### config.mk
export PLATFORM = sky130hd
export DESIGN_NAME = pm_event_timer
export DESIGN_NICKNAME = d
export VERILOG_FILES = /design/src/rtl/pm_event_timer.sv
export SDC_FILE = /design/constraint.sdc
export NUM_CORES = 1
export LEC_CHECK = 0
export BUFFER_PORTS_ARGS = -buffer_cell sky130_fd_sc_hd__buf_2
export CAP_MARGIN = 20
export CORE_MARGIN = 2
export CORE_UTILIZATION = 61
export DETAILED_ROUTE_END_ITERATION = 7
export PLACE_DENSITY = 0.85
export SLEW_MARGIN = 0
export SYNTH_ARGS = -nofsm -noshare
export SYNTH_HDL_FRONTEND = slang
export SYNTH_SLANG_ARGS = --single-unit
### constraint.sdc
create_clock -name clk -period 5.7 [get_ports clk]
set_input_delay 0.285 -clock clk [delete_from_list [all_inputs] [get_ports clk]]
set_output_delay 0.285 -clock clk [all_outputs]
set_load 0.02 [all_outputs]
### src/rtl/pm_event_timer.sv
module pm_event_timer #(
  parameter int TMR_W   = 24,
  parameter int EXT_W   = 32,
  parameter int OVF_BIT = 23
) (
  input  logic        clk,
  input  logic        rst_n,
  input  logic [5:0]  addr,
  input  logic        wr_en,
  input  logic [15:0] wr_data,
  output logic [31:0] rd_data,
  input  logic        tick,
  input  logic        pwr_btn,
  input  logic        apm_wr,
  input  logic [7:0]  apm_cmd,
  input  logic        smi_cfg_en,
  output logic        sci,
  output logic        shutdown_req,
  output logic        reset_req,
  output logic        s3_flag,
  output logic        smi_pulse
);

  localparam logic [5:0] OFS_STS = 6'h00;
  localparam logic [5:0] OFS_EN  = 6'h02;
  localparam logic [5:0] OFS_CTL = 6'h04;
  localparam logic [5:0] OFS_TMR = 6'h08;
  localparam int B_TMR = 0;
  localparam int B_GBL = 5;
  localparam int B_PWR = 8;
  localparam int B_RTC = 10;
  localparam int B_WAK = 15;
  localparam int B_SCE = 0;
  localparam int B_SLP = 13;
  localparam logic [15:0] SCI_MASK = 16'((1 << B_TMR) | (1 << B_GBL) | (1 << B_PWR) | (1 << B_RTC));
  localparam logic [EXT_W-1:0] STEP = EXT_W'(1) << OVF_BIT;
  localparam logic [7:0] APM_ON  = 8'hF1;
  localparam logic [7:0] APM_OFF = 8'hF0;

  logic [15:0]      sts_q, en_q, ctl_q, sts_d;
  logic [EXT_W-1:0] cnt_q, tgt_q;

  wire sts_wr   = wr_en && addr == OFS_STS;
  wire en_wr    = wr_en && addr == OFS_EN;
  wire ctl_wr   = wr_en && addr == OFS_CTL;
  wire tmr_hit  = cnt_q >= tgt_q;
  wire [15:0] sts_eff = sts_q | (16'(tmr_hit) << B_TMR);
  wire tmr_clr  = sts_wr && wr_data[B_TMR] && sts_eff[B_TMR];
  wire slp      = ctl_wr && wr_data[B_SLP];
  wire [2:0] slp_typ = wr_data[12:10];
  wire slp_off  = slp && slp_typ == 3'd0;
  wire slp_s3   = slp && slp_typ == 3'd1;

  assign sci = |(sts_eff & en_q & SCI_MASK);

  always_comb begin
    sts_d = sts_eff;
    if (sts_wr) sts_d = sts_d & ~wr_data;
    if (pwr_btn && en_q[B_PWR]) sts_d[B_PWR] = 1'b1;
    if (slp_s3) begin
      sts_d[B_PWR] = 1'b1;
      sts_d[B_WAK] = 1'b1;
    end
  end

  always_comb begin
    case (addr)
      OFS_STS: rd_data = {16'h0, sts_eff};
      OFS_EN:  rd_data = {16'h0, en_q};
      OFS_CTL: rd_data = {16'h0, ctl_q};
      OFS_TMR: rd_data = 32'(cnt_q[TMR_W-1:0]);
      default: rd_data = 32'h0;
    endcase
  end

  always_ff @(posedge clk or negedge rst_n) begin
    if (!rst_n) begin
      sts_q        <= '0;
      en_q         <= '0;
      ctl_q        <= '0;
      cnt_q        <= '0;
      tgt_q        <= STEP;
      shutdown_req <= 1'b0;
      reset_req    <= 1'b0;
      s3_flag      <= 1'b0;
      smi_pulse    <= 1'b0;
    end else begin
      sts_q <= sts_d;
      cnt_q <= cnt_q + EXT_W'(tick);
      if (tmr_clr) tgt_q <= (cnt_q + STEP) & ~(STEP - EXT_W'(1));
      if (en_wr) en_q <= wr_data;
      if (ctl_wr) ctl_q <= wr_data & ~(16'(1) << B_SLP);
      if (apm_wr && apm_cmd == APM_ON)  ctl_q[B_SCE] <= 1'b1;
      if (apm_wr && apm_cmd == APM_OFF) ctl_q[B_SCE] <= 1'b0;
      shutdown_req <= slp_off;
      reset_req    <= slp_s3;
      s3_flag      <= s3_flag | slp_s3;
      smi_pulse    <= apm_wr && smi_cfg_en;
    end
  end

  p_tmr_rd_r2: assert property (@(posedge clk) disable iff (!rst_n)
    (addr == OFS_TMR) |-> rd_data[31:TMR_W] == '0);
  p_ctl_noslp_r7: assert property (@(posedge clk) disable iff (!rst_n)
    !ctl_q[B_SLP]);
  p_tmr_hold_r4: assert property (@(posedge clk) disable iff (!rst_n)
    $fell(sts_eff[B_TMR]) |-> $past(sts_wr && wr_data[B_TMR]));
  p_off_src_r8: assert property (@(posedge clk) disable iff (!rst_n)
    shutdown_req |-> $past(ctl_wr && wr_data[B_SLP] && wr_data[12:10] == 3'd0));
  p_s3_sticky_r9: assert property (@(posedge clk) disable iff (!rst_n)
    s3_flag |=> s3_flag);
  p_smi_src_r12: assert property (@(posedge clk) disable iff (!rst_n)
    smi_pulse |-> $past(apm_wr && smi_cfg_en));
  p_pwr_gate_r10: assert property (@(posedge clk) disable iff (!rst_n)
    $rose(sts_q[B_PWR]) |-> $past(en_q[B_PWR] || slp_s3));

endmodule

# --- Yosys cells after proc, flatten, opt, wreduce, memory -nomap -nowiden ---
# Cells that the tools add are included.
op_classes:
  addsub: 2
  order_cmp: 1
  n_eq_ne: 6
  muxes: 8
  n_bitwise: 5
  reduce_logical: 16
op_table:
  columns: ["operator", "count"]
  rows:
  - ["$pmux 24 s4", 1]
  - ["$add 32x1->32", 1]
  - ["$add 32x24->32 const B", 1]
  - ["$ge 32x32->1", 1]
  - ["$and 16x16->16", 1]
  - ["$eq 8x8->1 const B", 2]
  - ["$mux 16", 1]
  - ["$not 16->16", 1]
  - ["$or 16x1->16", 1]
  - ["$logic_and 1x1->1", 12]
  - ["$and 11x11->11", 1]
  - ["$eq 6x2->1 const B", 1]
  - ["$eq 6x3->1 const B", 1]
  - ["$eq 6x4->1 const B", 1]
  - ["$logic_not 6->1", 1]
  - ["$mux 1", 6]
  - ["$reduce_or 4->1", 1]
  - ["$eq 3x1->1 const B", 1]
  - ["$logic_not 3->1", 1]
  - ["$reduce_bool 3->1", 1]
  - ["$or 1x1->1", 1]
word_totals:
  ff_bits: 92
  inputBits: 37

# --- Longest topological paths before layout ---
depth:
  depth_word: 6
  mapped_depth: 8
  ltp_nobuf: 7

# --- Least setup slack after synthesis ---
# OpenSTA, ideal clock, no wires.
synth_timing:
  path_type: "reg2out"
  from: "register cnt_q[2]"
  to: "output port rd_data[0]"
  arrival_ns: 1.944
  required_ns: 5.415
  setup_slack_ns: 3.471
  stages_incl_launch_ff: 6
  path_cell_list: "dfrtp_1 or4_1 nor4_1 a211oi_1 and2_1 o21ai_0"
synth_between:
  elab_chain_len: 3
synth_rtl:
  columns: ["item", "line", "source"]
  rows:
  - ["start, declared", "41", "logic [EXT_W-1:0] cnt_q, tgt_q;"]
  - ["start signal, assigned", "89", "cnt_q <= cnt_q + EXT_W'(tick);"]
  - ["$ge 32x32->1", "46", "wire tmr_hit = cnt_q >= tgt_q;"]
  - ["$or 16x1->16", "47", "wire [15:0] sts_eff = sts_q | (16'(tmr_hit) << B_TMR);"]
  - ["$pmux 24 s4", "67", "case (addr)"]
  - ["end, declared", "11", "output logic [31:0] rd_data,"]
# No other way between the ends.

# --- Worst setup path in the final report ---
layout_timing:
  from: "register cnt_q[23]"
  to: "output port sci"
layout_between:
  elab_chain_len: 4
layout_rtl:
  columns: ["item", "line", "source"]
  rows:
  - ["$ge 32x32->1", "46", null]
  - ["$or 16x1->16", "47", null]
  - ["$and 11x11->11", "54", "assign sci = |(sts_eff & en_q & SCI_MASK);"]
  - ["$reduce_or 4->1", "54", null]
  - ["end, declared", "17", "output logic sci,"]
# No other way between the ends.

==> reports/results.txt <==
Seq pwr share -> 0.535
Tightest Hold Check Type -> in2reg
total CTS buffers -> 9
Post-CTS Hold Fix Bufs -> 1
final WL -> 9.613 mm
Synthesis Warnings -> 0
later-pin clock latency in the skew report -> 0.36 ns
# resized after CTS -> 0
Final Net Count -> 509
HP Start -> apm_cmd[0]
worst r2r src -> cnt_q[2]
hold path depth -> 3
HPWL Detailed -> 6.732 mm
max cap viols -> 0
global route total overflow -> 0
Worst Path Arrival -> 2.47 ns
leakage -> 2.524 nW
die area -> 8030 sq um
first-pass GRT wire length -> 15.35 mm
switching pwr -> 0.0003735 W
Mapped Avg Cell Area -> 11.32 sq um
f_max -> 362.6 MHz
vias in the first global route -> 3,176
chip height -> 89.61 um
Worst Setup Start Kind -> flop
Final Hold Fails -> 0
worst hold endpoint -> ctl_q[0]
Reg-to-Reg End -> tgt_q[24]
Storage cell area -> 2303 sq um
Starting Density -> 0.6230
n_diodes -> 0
Setup CP Type -> reg2out
I/O pin total -> 74
Clock Skews -> 0.007329 ns
ratio of cells with drive above 1 in the final layout -> 0.2667
Reg2Reg Setup Slack -> 3.38 ns
clk slew on worst S/H paths -> 0.09 ns
sequential area share after synthesis -> 0.5153
layout filler cell count -> 536
DRC -> 0
VDD IR max -> 184.2 uV
cell area after layout -> 5112 sq um
Synth Flop Type -> dfrtp_1
Post-CTS Setup Inserts -> 0
worst rel slew slack -> 0.4175
Pre-Repair DR Iteration Count -> 5
# rows -> 31
post-synthesis cell area -> 4471 sq um
placer congestion estimate -> 0.8493
vias -> 3,311
Port Buf Inserts -> 65
DR WL/cell -> 17.04 um
Tot GR Track Use -> 0.2553
Mapped Cells -> 395
Tcrit/Tclk final -> 0.4838
worst-path maximum fanout -> 4
largest net degree at the start of global routing -> 48
CTS tree -> done
Slew @ Worst Pin -> 0.8700 ns
min Tclk post-route -> 2.758 ns
core area -> 7176 sq um
Multi-input gate area -> 2021 sq um
r2r worst-path depth -> 5
Iteration-0 DRC Markers -> 224
Post-synth ARST share -> 1.000
area of placed instances -> 4851 sq um
Layout area overhead -> 14.36%
final setup vio count -> 0
clk buf depth -> 2
Worst EP required -> 5.41 ns
WHS -> 0.1203 ns
Fin Setup TNS -> 0 ns
pwr dens -> 284.1 nW/um^2
logic gate share of total power -> 0.105
Max Slew Vio Count -> 0
Internal -> 0.001079 W
sw frac -> 0.2571
Post-synth EDFFs -> 0
CTS H-tree lvls -> 3
CP Capture Type -> output pin
Tot Pwr -> 0.001453 W
FF+latch count, synth -> 92
Clock power frac -> 0.360
Netlist cell types -> 39
Via density -> 5.871
Antenna Violating Nets Remaining -> 0
status -> finished clean
clock sinks -> 92
die width -> 89.61 um
RSZ-0062 raised after global routing -> no
number of antenna violations at the first check in global routing -> 0
CTS Root Cell -> clkbuf_8
## sequential cells by signal (all words and copies together) (netlist names)
signal	flops
cnt_q	32
reset_req	1
ctl_q	15
smi_pulse	1
s3_flag	1
en_q	16
shutdown_req	1
tgt_q	9
sts_q	16
## metrics by stage
step,util,worst slack [ns],cells
finish,0.7125,2.942,564
global route,0.7125,2.791,564
CTS,0.7109,2.962,563
detailed placement,0.6760,2.773,546
global placement,0.6760,2.786,546
floorplan,-,3.471,402
## cells in the mapped netlist, types with 10 or more instances
library cell | number | area share
dfrtp_1 | 91 | 0.51
clkbuf_1 | 13 | 0.011
a22oi_1 | 28 | 0.047
and3_1 | 13 | 0.018
nand4_1 | 10 | 0.014
ha_1 | 12 | 0.034
xnor2_1 | 32 | 0.063
inv_1 | 14 | 0.012
a21boi_0 | 13 | 0.022
mux2_2 | 30 | 0.076
and2_1 | 10 | 0.014
nand2_1 | 40 | 0.034
## cells by family after synthesis
logic type,share of synthesized area
AOI/OAI and AO/OA,0.09264
xor gates and xnor gates,0.07249
adders and majority gates,0.03358
buffers and inverters,0.03974
DFF,0.5153
muxes,0.1024
other,0.0008388
and+or+nand+nor,0.1430
## critical path: stages, from the launching register on
cell and delay (ns):
dfrtp_1 0.41, inv_1 0.16, ha_1 0.26, nor4b_1 0.15, and4_1 0.20, a211oi_1 0.38, and2_1 0.27, o21ai_0 0.10
buf_2 0.19
## cells in the final DEF (no fill, tap or decap), types with 2 or more instances in the layout
master / instances
dfrtp_1: 91
nand4_1: 10
mux2i_1: 9
mux2_2: 30
nor3_1: 4
and3_1: 13
nand3_1: 9
nand2b_1: 3
a22oi_1: 28
o21ai_0: 6
buf_4: 4
xor2_1: 5
clkbuf_8: 9
and2_1: 10
nor2_1: 9
nand2_2: 2
a21oi_1: 4
clkinvlp_4: 3
xnor2_1: 32
nand2_1: 40
buf_2: 64
conb_1: 8
a211oi_1: 2
a21boi_0: 13
nor4_1: 8
or4_1: 2
mux2_4: 2
ha_1: 12
bufinv_16: 3
and4_1: 3
inv_1: 14
## per-layer routing
layer / routed length, um / share of wire / vias up / track usage
met2: 4778 / 0.50 / 116 / 0.4251
li1: - / - / 1516 / -
met1: 4070 / 0.42 / 1655 / 0.3315
met4: 269 / 0.028 / 0 / 0.1031
met5: 0 / 0 / - / 0
met3: 494 / 0.051 / 24 / 0.04753
## final cells by class
type | count | area share
multi-input combinational | 273 | 0.3953
timing repair buffer | 70 | 0.07269
clock inverter | 6 | 0.02203
clock buffer | 10 | 0.02496
sequential | 92 | 0.4506
tap | 99 | 0.02423
inverter | 14 | 0.01028
## power groups by stage
| stage | Sequential [W] | Combinational (W) | Clock [W] |
|---|---|---|---|
| 6_report | 0.000778 | 0.000152 | 0.000523 |
| 5_1_grt | 0.000786 | 0.000173 | 0.000554 |
| 4_1_cts | 0.000777 | 0.000153 | 0.000526 |
| 3_5_place_dp | 0.000789 | 0.000152 | 0 |
| 3_3_place_gp | 0.000787 | 0.000144 | 0 |
| 2_1_floorplan | 0.000768 | 0.000103 | 0 |
## worst max path at each step
stage | startpoint | endpoint | slack, ns
3_3_place_gp | addr[0] | en_q[6] | 2.79
6_report | cnt_q[23] | sci | 2.94
2_1_floorplan | cnt_q[2] | rd_data[0] | 3.47
4_1_cts | cnt_q[23] | sci | 2.96
5_1_grt | cnt_q[23] | sci | 2.79
3_5_place_dp | addr[0] | en_q[13] | 2.77
Power figures use the tool's default switching activity.
